## config.mk

```make
export PLATFORM = sky130hd
export DESIGN_NAME = snoop_dir
export DESIGN_NICKNAME = d
export VERILOG_FILES = /design/src/rtl/coh_pkg.sv /design/src/rtl/dir_array.sv /design/src/rtl/snoop_track.sv /design/src/rtl/dir_ctrl.sv /design/src/rtl/snoop_dir.sv
export SDC_FILE = /design/constraint.sdc
export NUM_CORES = 1
export LEC_CHECK = 0
export ABC_AREA = 1
export BUFFER_PORTS_ARGS = -buffer_cell sky130_fd_sc_hd__buf_4
export CORE_ASPECT_RATIO = 1.75
export CORE_MARGIN = 2
export CORE_UTILIZATION = 36
export DETAILED_ROUTE_END_ITERATION = 6
export GPL_TIMING_DRIVEN = 0
export PLACE_DENSITY = 0.61
export SYNTH_ARGS = -nofsm -noshare
export SYNTH_HDL_FRONTEND = slang
export SYNTH_SLANG_ARGS = --single-unit
```

## constraint.sdc

```tcl
create_clock -name clk -period 3.8 [get_ports clk]
set_input_delay 0.76 -clock clk [delete_from_list [all_inputs] [get_ports clk]]
set_output_delay 0.76 -clock clk [all_outputs]
set_load 0.1 [all_outputs]
```

## src/rtl/coh_pkg.sv

```systemverilog
package coh_pkg;
    typedef enum logic {REQ_RD = 1'b0, REQ_RFO = 1'b1} req_kind_e;
    typedef enum logic {SNP_DOWN = 1'b0, SNP_INV = 1'b1} snp_kind_e;
    typedef enum logic {GNT_SHR = 1'b0, GNT_EXC = 1'b1} gnt_state_e;
    typedef enum logic [2:0] {
        ST_IDLE, ST_CHECK, ST_SNOOP, ST_WAIT, ST_EVICT, ST_GRANT
    } dir_state_e;
endpackage

```

## src/rtl/dir_array.sv

```systemverilog
module dir_array #(
    parameter int NCORE = 4,
    parameter int DEPTH = 4,
    parameter int AW    = 16
) (
    input  logic                     clk,
    input  logic                     rst_n,
    input  logic [AW-1:0]            lk_addr,
    output logic                     lk_hit,
    output logic [$clog2(DEPTH)-1:0] lk_hit_idx,
    output logic                     lk_free_ok,
    output logic [$clog2(DEPTH)-1:0] lk_free_idx,
    input  logic [$clog2(DEPTH)-1:0] rd_idx,
    output logic [AW-1:0]            rd_tag,
    output logic [NCORE-1:0]         rd_pres,
    output logic                     rd_own,
    output logic [$clog2(NCORE)-1:0] rd_oid,
    input  logic                     wr_en,
    input  logic [$clog2(DEPTH)-1:0] wr_idx,
    input  logic                     wr_valid,
    input  logic [AW-1:0]            wr_tag,
    input  logic [NCORE-1:0]         wr_pres,
    input  logic                     wr_own,
    input  logic [$clog2(NCORE)-1:0] wr_oid
);
    localparam int IW = $clog2(DEPTH);
    localparam int CW = $clog2(NCORE);

    logic [DEPTH-1:0]       v_q;
    logic [AW-1:0]          tag_q  [DEPTH];
    logic [NCORE-1:0]       pres_q [DEPTH];
    logic [DEPTH-1:0]       own_q;
    logic [CW-1:0]          oid_q  [DEPTH];
    logic [DEPTH-1:0]       match;

    genvar g;
    generate
        for (g = 0; g < DEPTH; g++) begin : g_ent
            assign match[g] = v_q[g] && (tag_q[g] == lk_addr);
            // every tracked line has a holder
            assert_entry_held_R12: assert property (@(posedge clk) disable iff (!rst_n)
                v_q[g] |-> (pres_q[g] != '0));
        end
    endgenerate

    // lowest matching and lowest free index
    always_comb begin
        lk_hit      = 1'b0;
        lk_hit_idx  = '0;
        lk_free_ok  = 1'b0;
        lk_free_idx = '0;
        for (int i = DEPTH - 1; i >= 0; i--) begin
            if (match[i]) begin
                lk_hit     = 1'b1;
                lk_hit_idx = IW'(i);
            end
            if (!v_q[i]) begin
                lk_free_ok  = 1'b1;
                lk_free_idx = IW'(i);
            end
        end
    end

    assign rd_tag  = tag_q[rd_idx];
    assign rd_pres = pres_q[rd_idx];
    assign rd_own  = own_q[rd_idx];
    assign rd_oid  = oid_q[rd_idx];

    always_ff @(posedge clk or negedge rst_n) begin
        if (!rst_n) begin
            v_q   <= '0;
            own_q <= '0;
            for (int i = 0; i < DEPTH; i++) begin
                tag_q[i]  <= '0;
                pres_q[i] <= '0;
                oid_q[i]  <= '0;
            end
        end else if (wr_en) begin
            v_q[wr_idx]    <= wr_valid;
            tag_q[wr_idx]  <= wr_tag;
            pres_q[wr_idx] <= wr_valid ? wr_pres : '0;
            own_q[wr_idx]  <= wr_valid & wr_own;
            oid_q[wr_idx]  <= wr_oid;
        end
    end

    assert_unique_line_R12: assert property (@(posedge clk) disable iff (!rst_n)
        $onehot0(match));
endmodule

```

## src/rtl/snoop_track.sv

```systemverilog
module snoop_track #(
    parameter int NCORE = 4
) (
    input  logic             clk,
    input  logic             rst_n,
    input  logic             load,
    input  logic [NCORE-1:0] load_mask,
    input  logic [NCORE-1:0] ack,
    output logic             busy
);
    logic [NCORE-1:0] pending_q;

    always_ff @(posedge clk or negedge rst_n) begin
        if (!rst_n) pending_q <= '0;
        else        pending_q <= (load ? load_mask : pending_q) & ~ack;
    end

    assign busy = |pending_q;

    // outstanding set only grows when a snoop is launched
    assert_no_new_pending_R7: assert property (@(posedge clk) disable iff (!rst_n)
        !load |=> ((pending_q & ~$past(pending_q)) == '0));
endmodule

```

## src/rtl/dir_ctrl.sv

```systemverilog
module dir_ctrl
    import coh_pkg::*;
#(
    parameter int NCORE = 4,
    parameter int DEPTH = 4,
    parameter int AW    = 16
) (
    input  logic                     clk,
    input  logic                     rst_n,
    input  logic                     req_valid,
    output logic                     req_ready,
    input  logic [$clog2(NCORE)-1:0] req_core,
    input  logic                     req_kind,
    input  logic [AW-1:0]            req_addr,
    output logic [AW-1:0]            lk_addr,
    input  logic                     lk_hit,
    input  logic [$clog2(DEPTH)-1:0] lk_hit_idx,
    input  logic                     lk_free_ok,
    input  logic [$clog2(DEPTH)-1:0] lk_free_idx,
    output logic [$clog2(DEPTH)-1:0] rd_idx,
    input  logic [AW-1:0]            rd_tag,
    input  logic [NCORE-1:0]         rd_pres,
    input  logic                     rd_own,
    input  logic [$clog2(NCORE)-1:0] rd_oid,
    output logic                     wr_en,
    output logic [$clog2(DEPTH)-1:0] wr_idx,
    output logic                     wr_valid,
    output logic [AW-1:0]            wr_tag,
    output logic [NCORE-1:0]         wr_pres,
    output logic                     wr_own,
    output logic [$clog2(NCORE)-1:0] wr_oid,
    output logic                     trk_load,
    output logic [NCORE-1:0]         trk_mask,
    input  logic                     trk_busy,
    output logic [NCORE-1:0]         snp_valid,
    output logic                     snp_kind,
    output logic [AW-1:0]            snp_addr,
    output logic                     gnt_valid,
    output logic [$clog2(NCORE)-1:0] gnt_core,
    output logic                     gnt_state
);
    localparam int IW = $clog2(DEPTH);
    localparam int CW = $clog2(NCORE);

    dir_state_e       state_q, state_d;
    logic [CW-1:0]    core_q;
    req_kind_e        kind_q;
    logic [AW-1:0]    addr_q;
    logic [NCORE-1:0] tgt_q, tgt_d;
    snp_kind_e        skind_q, skind_d;
    logic [AW-1:0]    saddr_q, saddr_d;
    logic             evict_q, evict_d;
    logic [IW-1:0]    idx_q, idx_d;
    logic [NCORE-1:0] pres_q;
    logic [IW-1:0]    rr_q;
    logic [NCORE-1:0] req_bit;
    logic [NCORE-1:0] others_g;
    gnt_state_e       gstate;

    assign req_bit = NCORE'(1) << core_q;
    assign lk_addr = addr_q;
    assign rd_idx  = lk_hit ? lk_hit_idx : rr_q;

    // snoop set decided from the looked-up entry
    always_comb begin
        tgt_d   = '0;
        skind_d = SNP_INV;
        saddr_d = addr_q;
        evict_d = 1'b0;
        idx_d   = lk_hit ? lk_hit_idx : lk_free_idx;
        if (lk_hit) begin
            if (kind_q == REQ_RD) begin
                if (rd_own && (rd_oid != core_q)) begin
                    tgt_d   = NCORE'(1) << rd_oid;
                    skind_d = SNP_DOWN;
                end
            end else begin
                tgt_d = rd_pres & ~req_bit;
            end
        end else if (!lk_free_ok) begin
            evict_d = 1'b1;
            idx_d   = rr_q;
            tgt_d   = rd_pres;
            saddr_d = rd_tag;
        end
    end

    // next state
    always_comb begin
        state_d = state_q;
        unique case (state_q)
            ST_IDLE:  if (req_valid) state_d = ST_CHECK;
            ST_CHECK: begin
                if (tgt_d != '0)  state_d = ST_SNOOP;
                else if (evict_d) state_d = ST_EVICT;
                else              state_d = ST_GRANT;
            end
            ST_SNOOP: state_d = ST_WAIT;
            ST_WAIT:  if (!trk_busy) state_d = evict_q ? ST_EVICT : ST_GRANT;
            ST_EVICT: state_d = ST_CHECK;
            ST_GRANT: state_d = ST_IDLE;
            default:  state_d = ST_IDLE;
        endcase
    end

    always_ff @(posedge clk or negedge rst_n) begin
        if (!rst_n) state_q <= ST_IDLE;
        else        state_q <= state_d;
    end

    always_ff @(posedge clk or negedge rst_n) begin
        if (!rst_n) begin
            core_q  <= '0;
            kind_q  <= REQ_RD;
            addr_q  <= '0;
            tgt_q   <= '0;
            skind_q <= SNP_INV;
            saddr_q <= '0;
            evict_q <= 1'b0;
            idx_q   <= '0;
            pres_q  <= '0;
            rr_q    <= '0;
        end else begin
            if (state_q == ST_IDLE && req_valid) begin
                core_q <= req_core;
                kind_q <= req_kind_e'(req_kind);
                addr_q <= req_addr;
            end
            if (state_q == ST_CHECK) begin
                tgt_q   <= tgt_d;
                skind_q <= skind_d;
                saddr_q <= saddr_d;
                evict_q <= evict_d;
                idx_q   <= idx_d;
                pres_q  <= lk_hit ? rd_pres : '0;
            end
            if (state_q == ST_EVICT) begin
                rr_q    <= (rr_q == IW'(DEPTH - 1)) ? '0 : rr_q + IW'(1);
                evict_q <= 1'b0;
            end
        end
    end

    // entry update computed for the grant
    always_comb begin
        others_g = pres_q & ~req_bit;
        if (kind_q == REQ_RFO || others_g == '0) begin
            gstate  = GNT_EXC;
            wr_pres = req_bit;
            wr_own  = 1'b1;
        end else begin
            gstate  = GNT_SHR;
            wr_pres = pres_q | req_bit;
            wr_own  = 1'b0;
        end
    end

    // outputs
    always_comb begin
        req_ready = (state_q == ST_IDLE);
        snp_valid = (state_q == ST_SNOOP) ? tgt_q : '0;
        snp_kind  = skind_q;
        snp_addr  = saddr_q;
        gnt_valid = (state_q == ST_GRANT);
        gnt_core  = core_q;
        gnt_state = gstate;
        trk_load  = (state_q == ST_SNOOP);
        trk_mask  = tgt_q;
        wr_en     = (state_q == ST_GRANT) || (state_q == ST_EVICT);
        wr_valid  = (state_q == ST_GRANT);
        wr_idx    = idx_q;
        wr_tag    = addr_q;
        wr_oid    = core_q;
    end

    assert_grant_after_acks_R7: assert property (@(posedge clk) disable iff (!rst_n)
        gnt_valid |-> !trk_busy);
    assert_stall_while_snooping_R7: assert property (@(posedge clk) disable iff (!rst_n)
        trk_busy |-> !req_ready);
    assert_downgrade_single_R3: assert property (@(posedge clk) disable iff (!rst_n)
        ((snp_valid != '0) && snp_kind == SNP_DOWN) |-> $onehot(snp_valid));
    assert_requester_spared_R5: assert property (@(posedge clk) disable iff (!rst_n)
        ((snp_valid != '0) && !evict_q) |-> !snp_valid[core_q]);
    assert_snoop_addr_R10: assert property (@(posedge clk) disable iff (!rst_n)
        ((snp_valid != '0) && !evict_q) |-> (snp_addr == addr_q));
    assert_grant_pulse_R11: assert property (@(posedge clk) disable iff (!rst_n)
        gnt_valid |=> !gnt_valid);
endmodule

```

## src/rtl/snoop_dir.sv

```systemverilog
module snoop_dir #(
    parameter int NCORE = 4,
    parameter int DEPTH = 4,
    parameter int AW    = 16
) (
    input  logic                     clk,
    input  logic                     rst_n,
    input  logic                     req_valid,
    output logic                     req_ready,
    input  logic [$clog2(NCORE)-1:0] req_core,
    input  logic                     req_kind,
    input  logic [AW-1:0]            req_addr,
    output logic [NCORE-1:0]         snp_valid,
    output logic                     snp_kind,
    output logic [AW-1:0]            snp_addr,
    input  logic [NCORE-1:0]         snp_ack,
    output logic                     gnt_valid,
    output logic [$clog2(NCORE)-1:0] gnt_core,
    output logic                     gnt_state
);
    localparam int IW = $clog2(DEPTH);
    localparam int CW = $clog2(NCORE);

    logic [AW-1:0]    lk_addr;
    logic             lk_hit, lk_free_ok;
    logic [IW-1:0]    lk_hit_idx, lk_free_idx, rd_idx, wr_idx;
    logic [AW-1:0]    rd_tag, wr_tag;
    logic [NCORE-1:0] rd_pres, wr_pres, trk_mask;
    logic             rd_own, wr_en, wr_valid, wr_own, trk_load, trk_busy;
    logic [CW-1:0]    rd_oid, wr_oid;

    dir_array #(.NCORE(NCORE), .DEPTH(DEPTH), .AW(AW)) u_array (
        .clk(clk), .rst_n(rst_n),
        .lk_addr(lk_addr), .lk_hit(lk_hit), .lk_hit_idx(lk_hit_idx),
        .lk_free_ok(lk_free_ok), .lk_free_idx(lk_free_idx),
        .rd_idx(rd_idx), .rd_tag(rd_tag), .rd_pres(rd_pres),
        .rd_own(rd_own), .rd_oid(rd_oid),
        .wr_en(wr_en), .wr_idx(wr_idx), .wr_valid(wr_valid), .wr_tag(wr_tag),
        .wr_pres(wr_pres), .wr_own(wr_own), .wr_oid(wr_oid)
    );

    snoop_track #(.NCORE(NCORE)) u_track (
        .clk(clk), .rst_n(rst_n), .load(trk_load), .load_mask(trk_mask),
        .ack(snp_ack), .busy(trk_busy)
    );

    dir_ctrl #(.NCORE(NCORE), .DEPTH(DEPTH), .AW(AW)) u_ctrl (
        .clk(clk), .rst_n(rst_n),
        .req_valid(req_valid), .req_ready(req_ready), .req_core(req_core),
        .req_kind(req_kind), .req_addr(req_addr),
        .lk_addr(lk_addr), .lk_hit(lk_hit), .lk_hit_idx(lk_hit_idx),
        .lk_free_ok(lk_free_ok), .lk_free_idx(lk_free_idx),
        .rd_idx(rd_idx), .rd_tag(rd_tag), .rd_pres(rd_pres),
        .rd_own(rd_own), .rd_oid(rd_oid),
        .wr_en(wr_en), .wr_idx(wr_idx), .wr_valid(wr_valid), .wr_tag(wr_tag),
        .wr_pres(wr_pres), .wr_own(wr_own), .wr_oid(wr_oid),
        .trk_load(trk_load), .trk_mask(trk_mask), .trk_busy(trk_busy),
        .snp_valid(snp_valid), .snp_kind(snp_kind), .snp_addr(snp_addr),
        .gnt_valid(gnt_valid), .gnt_core(gnt_core), .gnt_state(gnt_state)
    );
endmodule

```

Yosys cells after proc, flatten, opt, wreduce, memory -nomap -nowiden
Index checks and enable logic that the tools add are counted.
- memories kept: 0
- input bits: 26
- logic and storage cells: 143
- RAM bits: 0
- bits in registers: 152
- bits in read-only memories: 0
- latch bits: 0
- multiplexer cells: 70
- shifts and indexed selects: 2
- order comparisons: 6
- add/subtract/negate cells: 1
- div/mod/pow operators: 0
- bitwise operators: 9
- $mul: 0
- eq/ne operators: 13
- reduce and logical (&&, ||, !) cells: 16
- operator list (kind ; count):
    2-to-1 mux 16 bit ; 5
    bitwise mux 64 bit ; 1
    == test 16 bit ; 4
    2-to-1 mux 4 bit ; 12
    binary-select mux 16 bit (select 2 bit) ; 1
    demux 16 bit (select 2 bit) ; 1
    2-to-1 mux 2 bit ; 16
    2-to-1 mux 1 bit ; 20
    bitwise mux 16 bit ; 1
    one-hot mux 3 bit (5 select lines) ; 1
    bitwise AND 4 bit ; 3
    2-to-1 mux 3 bit ; 3
    binary-select mux 4 bit (select 2 bit) ; 1
    bitwise mux 4 bit ; 2
    bitwise mux 8 bit ; 1
    demux 4 bit (select 2 bit) ; 1
    logical AND 1 bit ; 8
    inverter 4 bit ; 2
    << shifter 1 x 2 -> 4 bit (first input constant) ; 2
    == test 3 x 2 -> 1 bit (second input constant) ; 2
    == test 3 bit (second input constant) ; 2
    >= comparator 3 bit (second input constant) ; 2
    less-than comparator 2 x 3 -> 1 bit (second input constant) ; 2
    inverter 2 -> 3 bit ; 2
    other kinds (20) ; 22

Longest topological paths before layout
Gate-level depths: netlist of run 1.
- depth in word-level cells: 19
- gate-level depth with buffers: 25
- gate-level depth less buffers: 24

By module
From an unflattened synthesis of run 1, not the netlist that was laid out.
- cell total of the unflattened synthesis: 1038
- area, all modules: 8042.7 um^2
- modules (own cells, without submodules) (module ; cells an instance ; instances ; area each (um^2)):
    dir_array ; 694 ; 1 ; 5124.9
    dir_ctrl ; 312 ; 1 ; 2705.1
    snoop_track ; 32 ; 1 ; 212.7

Worst setup path before layout of run 1
OpenSTA, ideal clock, no wires.
- path type: flip-flop to output port
- from: register u_ctrl.core_q[0], in the netlist u_ctrl.gnt_core[0]
- to: output gnt_state
- data required time: 3040 ps
- path slack: 556 ps
- stages on the path, launching flop included: 7
- buffers on the path: 1
- arrival time: 2484 ps
- cell sequence: dfrtp_1 buf_2 inv_1 nor2_1 o22ai_1 a221o_1 nand2_1
- word-level cells in the longest chain between the ends: 6
- RTL lines (what ; line ; source):
    from (decl) ; dir_ctrl.sv:46 ; logic [CW-1:0] core_q;
    from (signal assigned) ; dir_ctrl.sv:125 ; core_q <= req_core;
    << shifter 1 x 2 -> 4 bit ; dir_ctrl.sv:60 ; assign req_bit = NCORE'(1) << core_q;
    inverter 4 bit ; dir_ctrl.sv:146 ; others_g = pres_q & ~req_bit;
    bitwise AND 4 bit ; dir_ctrl.sv:146 ;
    logical NOT 4 bit ; dir_ctrl.sv:147 ; if (kind_q == REQ_RFO || others_g == '0) begin
    logical OR 1 bit ; dir_ctrl.sv:147 ;
    2-to-1 mux 1 bit ; dir_ctrl.sv:147 ;
    to (decl) ; snoop_dir.sv:19 ; output logic gnt_state
Every way passes these cells.

Final worst setup path of run 1
- from: register u_ctrl.addr_q[1], in the netlist u_ctrl.lk_addr[1]
- to: register u_ctrl.saddr_q[4], in the netlist u_ctrl.snp_addr[4]
- word-level cells in the longest chain between the ends: 13
- RTL lines (what ; line ; source):
    from (decl) ; dir_ctrl.sv:48 ; logic [AW-1:0] addr_q;
    from (signal assigned) ; dir_ctrl.sv:127 ; addr_q <= req_addr;
    == test 16 bit ; dir_array.sv:39 ; assign match[g] = v_q[g] && (tag_q[g] == lk_addr);
    logical AND 1 bit ; dir_array.sv:39 ;
    2-to-1 mux 2 bit / 2-to-1 mux 1 bit (equally long branches) (4 in series) ; dir_array.sv:53 ; if (match[i]) begin
    2-to-1 mux 2 bit ; dir_ctrl.sv:62 ; assign rd_idx = lk_hit ? lk_hit_idx : rr_q;
    inverter 2 -> 3 bit (not written as such) ; dir_array.sv:64 ; assign rd_tag = tag_q[rd_idx];
    binary-select mux 16 bit (select 2 bit) ; dir_array.sv:64 ;
    2-to-1 mux 16 bit (not written as such) (2 in series) ; dir_array.sv:64 ;
    2-to-1 mux 16 bit ; dir_ctrl.sv:80 ; end else if (!lk_free_ok) begin
    2-to-1 mux 16 bit (*) ; dir_ctrl.sv:71 ; if (lk_hit) begin
    to (signal assigned) ; dir_ctrl.sv:132 ; saddr_q <= saddr_d;
    to (decl) ; dir_ctrl.sv:51 ; logic [AW-1:0] saddr_q, saddr_d;
Every way passes the cells marked *; elsewhere a longest branch is shown, timed or not. The select of a mux whose other input is x is not followed.
A chain may end at the register's enable or synchronous reset.

==> results of run 1 <==
## synth_stat cells, types with 5 or more instances
cell type / number / area share
and3_1: 5 / 0.0038
nor3_1: 7 / 0.0042
o211ai_1: 12 / 0.011
inv_2: 17 / 0.0077
nand2_2: 7 / 0.0053
nand3_1: 39 / 0.023
nand2_1: 390 / 0.18
xnor2_1: 8 / 0.0084
buf_4: 8 / 0.0072
buf_2: 12 / 0.0072
nor2_1: 101 / 0.046
clkbuf_1: 33 / 0.015
o21ai_0: 146 / 0.088
o21ai_1: 11 / 0.0066
a21oi_1: 60 / 0.036
dfrtp_1: 151 / 0.45
inv_1: 104 / 0.047
nand4_1: 9 / 0.0068
o22ai_1: 12 / 0.0090
## state kept, by name, indices dropped and copies added, names as in the netlist, 2 cells and up
signal             flops
u_ctrl.lk_addr        16
u_array.tag_q         64
u_ctrl.gnt_core        2
u_ctrl.state_q         3
u_array.own_q          4
u_ctrl.rr_q            2
u_track.pending_q      4
u_ctrl.snp_addr       16
u_array.v_q            4
u_array.pres_q        16
u_ctrl.trk_mask        4
u_ctrl.pres_q          4
u_ctrl.wr_idx          2
u_array.oid_q          8
## layer usage
metal / global-route usage / vias to the layer above
met5: 0 / -
met4: 0.230 / 0
met3: 0.0418 / 120
met2: 0.483 / 251
met1: 0.286 / 3858
li1: - / 3867
## layout by cell type, fill, tap and decap left out, types with 2 or more instances in the layout
master     netlist  final
and2_1           2      2
buf_6            2      2
buf_4            8     58
clkbuf_8         0      5
o211ai_1        12     12
bufinv_16        0      4
nor2_1         101    101
xnor2_1          8      8
dfrtp_1        151    151
clkinv_2         0      2
nand2_2          7      7
o31ai_1          3      3
o21ai_0        146    145
xor2_1           2      2
o22ai_1         12     12
a21oi_1         60     60
nand4_1          9      9
nand2_1        390    390
clkbuf_16        0     17
and3_1           5      5
nor2_2           3      3
nand2_4          2      2
nand3_1         39     39
a31oi_1          2      2
nand3_2          3      3
inv_2           17     17
o21ai_1         11     12
clkbuf_1        33     34
inv_1          104    104
nor3_1           7      7
buf_2           12     11
## path summary, 6_finish.rpt
kind | startpoint | endpoint | depth (start not counted)
setup reg to reg | u_ctrl.lk_addr[1]$_DFFE_PN0P_ | u_ctrl.snp_addr[4]$_DFFE_PN0P_ | 19
hold / removal | rst_n | u_array.pres_q[9]$_DFFE_PN0P_ | 1
min in group clk | snp_ack[1] | u_track.pending_q[1]$_DFF_PN0_ | 2
max in group asynchronous | rst_n | u_ctrl.lk_addr[3]$_DFFE_PN0P_ | 2
setup / recovery | u_ctrl.lk_addr[1]$_DFFE_PN0P_ | u_ctrl.snp_addr[4]$_DFFE_PN0P_ | 19
hold reg to reg | u_ctrl.snp_addr[8]$_DFFE_PN0P_ | u_ctrl.snp_addr[8]$_DFFE_PN0P_ | 2
## logic make-up (layout without fill, tap and decap cells)
kind of cell / Yosys count / count (layout) / share of synthesized area
AND/OR/NAND/NOR: 573 / 573 / 0.280
buffers and inverters: 177 / 259 / 0.0871
XOR/XNOR: 10 / 10 / 0.0105
AO/OA/AOI/OAI: 253 / 253 / 0.163
adder cells (fa/ha/maj): 1 / 1 / 0.00150
flip-flops: 152 / 152 / 0.457
## cell type report
type / instances / area [µm²]
multi-input cells: 837 / 3800
well taps: 300 / 375
clock buffers: 24 / 502
inverters: 122 / 458
flip-flops and latches: 152 / 3800
clock inverters: 7 / 139
repair buffers: 52 / 418
plain buffers: 54 / 265
fillers: 2395 / 13000
## power by group
group	switching (mW)	total, mW	internal [mW]
Sequential	0.454	2.72	2.26
Combinational	3.87	5.21	1.34
Clock	0.711	1.89	1.18
Total	5.03	9.82	4.79
==> metrics, run 1 <==
status complete, no violations; async set-or-reset flop fraction in the synthesized netlist 1.00; number of slew-limit violations in the final report 0; number of buffers created by CTS 17; total of warnings raised by yosys 0; data required time of the worst path ~4.2 ns; sequence of cells on the critical path buf_4 > inv_2 > nand2_1 > nand2_1 > nor2_1 > nand2_1 > nor2_1 > nand3_1 > nand2_2 > nor2_4 > nand2_4 > nand2_4 > inv_2 > buf_2 > clkbuf_1 > nor2_1 > o22ai_1 > o21ai_0 > nand2_1; Clock transition at path regs approximately 0.06 ns; VDD IR-drop max between 300 and 400 µV; via count of the first global-routing pass slightly above 8000; upper clock frequency limit roughly 0.28 GHz; number of flops mapped to enable cells by yosys 0; clock period minus final worst setup slack around 3.6 ns; cell class contributing the biggest share of worst-path delay simple AND/OR/NAND/NOR gates; final standard cell count with taps included and fillers excluded 1548; Antenna Violating Nets Remaining 0; transition at the pin with the smallest max-transition slack 1.08 ns; number of standard-cell rows in the floorplan 73; area grow syn2layout 17.3%; Chip Height 205 µm; CTS tree built; final sum of negative setup slack 0 ns; die width roughly 120 µm; clock latency at the later pin of the worst-skew pair around 0.46 ns; hold-fix buffers at CTS 0; leakage component of the power between 4 and 5 nW; Setup violations, final 0; H-tree Lvls 4; placeable core area roughly 23000 µm²; Die Outline Area 24400 µm²; Place WS -0.0209 ns; buffers plus inverters on the worst setup path 5; setup ws final between 0.2 and 0.25 ns; drt wl/cell roughly 21 µm; worst hold-check path type in2async; Fin. Hold Viols 0; total met3 wirelength after detailed routing roughly 1300 µm; Setup Crit Path Kind reg2reg; number of setup buffers added after CTS 0; crit-path max cell delay approximately 0.47 ns; starting density of the core 0.366; I/O pin total 52; total length of routed met2 wires between 15000 and 20000 µm; final wirelength approximately 32000 µm; Final nets 1263; maximum net fanout on the critical path 10; RSZ-0062 raised after global routing no; setup slack on the worst flop-to-flop path 0.21 ns; count of unresolved DRC violations after routing 0; count of mapped cells out of synthesis approximately 1200; Post-Layout Inst Area ~9800 µm²; clock sink count 152; Via Count around 8000; fin util 0.429; maxcap violations 0; Final Cycle Share 0.944; number of flip-flops and latches in the synthesized netlist roughly 150; post-synth net total approximately 1200; HPWL reported at the end of detailed placement 23900 µm; fraction of layout cells with a size suffix above 1 0.113; pwr dens ~1000 nW/µm²; Remaining Overflow, GRT 0; Initial DRC Count 624; startpoint type of the worst setup path register; Total Power about 9.8 mW; register area share after synthesis 0.457; normalized max-slew margin 0.271; final clock skew ~0.0099 ns; via density per instance 5.23; WP data arrival between 3 and 4 ns; initial antenna violation count 0; n_diodes 0; unique cell type count in the Yosys netlist 41; Mean Syn Cell Area between 7 and 8 µm²; number of resized instances in the post-cts repair step 0; maximum number of pins on one net before global-route repair 93; clk buf depth 2; TritonRoute pass-1 iters 7; Synth Cell Area around 8300 µm²; cell area after placement 9110 µm²; library cell contributing the largest single delay on the critical path clkbuf_1; Worst Hold Slack roughly 0.24 ns; placer congestion estimate roughly 1.0; most used flip-flop cell after synthesis dfrtp_1; placed insts around 1500; crit path capture type register; most prevalent standard cell on the critical path nand2_1; cell at the root of the clock tree clkbuf_16; gr usage total 0.275; wire length of the first global-routing pass approximately 48000 µm; highest metal used met4; total of buffers placed on input and output ports 51; Met1 Routed Length 11500 µm
No activity file was read; power rests on OpenSTA's default activity.
==> run 2, diff against run 1 <==
- PLACE_DENSITY: 0.61 -> unset
- PLACE_DENSITY_LB_ADDON: unset -> 0.1
==> run 2 against run 1 <==
Wire length increased by 1.2%. Final cell count increased by 0.13%. Register-to-register slack got worse by 0.06 ns. Power decreased by 2.5%. Largest power group unchanged. Critical endpoint is now u_ctrl.snp_addr[15]$_DFFE_PN0P_. Highest routed layer unchanged. Die area unchanged. Largest cell class unchanged.
==> metrics, run 2 (same netlist as run 1, synthesis figures left out) <==
clk buf depth 2; starting density of the core 0.366; fraction of layout cells with a size suffix above 1 0.114; VDD IR-drop max about 460 µV; placeable core area 22700 µm²; via count of the first global-routing pass ~8300; number of slew-limit violations in the final report 0; placer congestion estimate between 0.9 and 1; initial antenna violation count 0; final sum of negative setup slack 0 ns; status complete, no violations; number of setup buffers added after CTS 0; data required time of the worst path between 4 and 5 ns; Chip Height ~210 µm; Remaining Overflow, GRT 0; drt wl/cell about 21 µm; transition at the pin with the smallest max-transition slack about 1.0 ns; Initial DRC Count 640; filler cell count around 2400; cell at the root of the clock tree clkbuf_16; Final nets ~1300; H-tree Lvls 4; total of buffers placed on input and output ports slightly above 50; clock period minus final worst setup slack 3.65 ns; TritonRoute pass-1 iters 6; number of standard-cell rows in the floorplan 73; crit path capture type register; HPWL reported at the end of detailed placement approximately 24000 µm; top register by number of flip-flops u_array.tag_q; Total Power about 9.6 mW; most frequent cells in the layout nand2_1, dfrtp_1, o21ai_0; normalized max-slew margin 0.308; WP data arrival about 4 ns; via density per instance about 5.2; startpoint type of the worst setup path register; hold-fix buffers at CTS 0; pwr dens 990 nW/µm²; number of buffers created by CTS 17; wire length of the first global-routing pass about 50000 µm; maximum number of pins on one net before global-route repair 93; CTS tree built; gr usage total 0.282; Die Outline Area 24400 µm²; upper clock frequency limit ~0.27 GHz; Post-Layout Inst Area between 9000 and 10000 µm²; Final Cycle Share 0.960; Fin. Hold Viols 0; final wirelength ~33000 µm; RSZ-0062 raised after global routing no; leakage component of the power ~4.7 nW; Worst Hold Slack between 0.3 and 0.4 ns; maxcap violations 0; max reg flops 64; Antenna Violating Nets Remaining 0; final clock skew 0.00923 ns; commonest non-fill, non-tap cell in the layout nand2_1; cell area after placement a little over 9000 µm²; die width around 120 µm; I/O pin total 52; maximum net fanout on the critical path 10; worst hold-check path type in2async; Via Count around 8100; clock latency at the later pin of the worst-skew pair 0.46 ns; n_diodes 0; area grow syn2layout 16.3%; Clock transition at path regs 0.06 ns; clock sink count 152; count of unresolved DRC violations after routing 0; Setup violations, final 0; Setup Crit Path Kind reg2reg
[run 2: repair_timing]
item / in CTS / in global routing
cloned: 0 / 0
setup endpoints to repair: 1 / 18
pin swaps: 0 / 0
gates resized for setup: 1 / 3
[run 2: stage by stage]
stage	setup slack, ns	std cells	util
after global routing	0.0618	1550	0.425
final	0.153	1550	0.425
after CTS	0.0491	1550	0.425
after global placement	-0.000279	1517	0.399
after detailed placement	-0.00940	1518	0.401
after floorplan	0.556	1166	-
[run 2: power by group]
| group | leakage (nW) | switching [mW] | internal [mW] |
|---|---|---|---|
| clock | 0.259 | 0.743 | 0.915 |
| combinational | 2.50 | 3.85 | 1.34 |
| sequential | 1.92 | 0.463 | 2.26 |
[run 2: worst max-delay path, stage by stage, from the launching register on]
cell	delay (ns)
dfrtp_1	0.36
buf_4	0.16
inv_2	0.11
nand2_1	0.06
nand2_1	0.21
nor2_1	0.08
nand2_1	0.07
nor2_1	0.04
nand3_1	0.12
nand2_1	0.15
nor2_4	0.25
nand2_1	0.42
inv_1	0.33
clkbuf_1	0.60
o21ai_0	0.23
o211ai_1	0.23
nand2_1	0.09
[run 2: path summary, 6_finish.rpt]
kind	to	slack, ns	startpoint	cells past startpoint
max	u_ctrl.snp_addr[15]$_DFFE_PN0P_	0.15	u_ctrl.lk_addr[6]$_DFFE_PN0P_	16
min	u_array.own_q[0]$_DFFE_PN0P_	0.33	rst_n	1
max reg2reg	u_ctrl.snp_addr[15]$_DFFE_PN0P_	0.15	u_ctrl.lk_addr[6]$_DFFE_PN0P_	16
min reg2reg	u_ctrl.snp_addr[13]$_DFFE_PN0P_	0.48	u_ctrl.snp_addr[13]$_DFFE_PN0P_	2
max in group asynchronous	u_ctrl.snp_addr[3]$_DFFE_PN0P_	2.67	rst_n	2
min in group clk	u_track.pending_q[2]$_DFF_PN0_	0.44	snp_ack[2]	2
[run 2: area by class of cell]
cell class              instances  area [µm²]  area share
plain buffers                  55         268      0.0277
clock buffers                  21         450      0.0466
clock inverters                11         101      0.0105
inverters                     122         458      0.0473
multi-input cells             837        3800       0.392
flip-flops and latches        152        3800       0.393
well taps                     300         375      0.0388
repair buffers                 52         418      0.0432
[run 2: per-layer routing]
metal | routed length, µm | global-route usage | share of wire | vias up
li1 | - | - | - | 3873
met1 | 12100 | 0.304 | 0.37 | 3915
met2 | 17100 | 0.500 | 0.52 | 241
met3 | 1260 | 0.0393 | 0.038 | 91
met4 | 2430 | 0.207 | 0.074 | 0
met5 | 0 | 0 | 0 | -
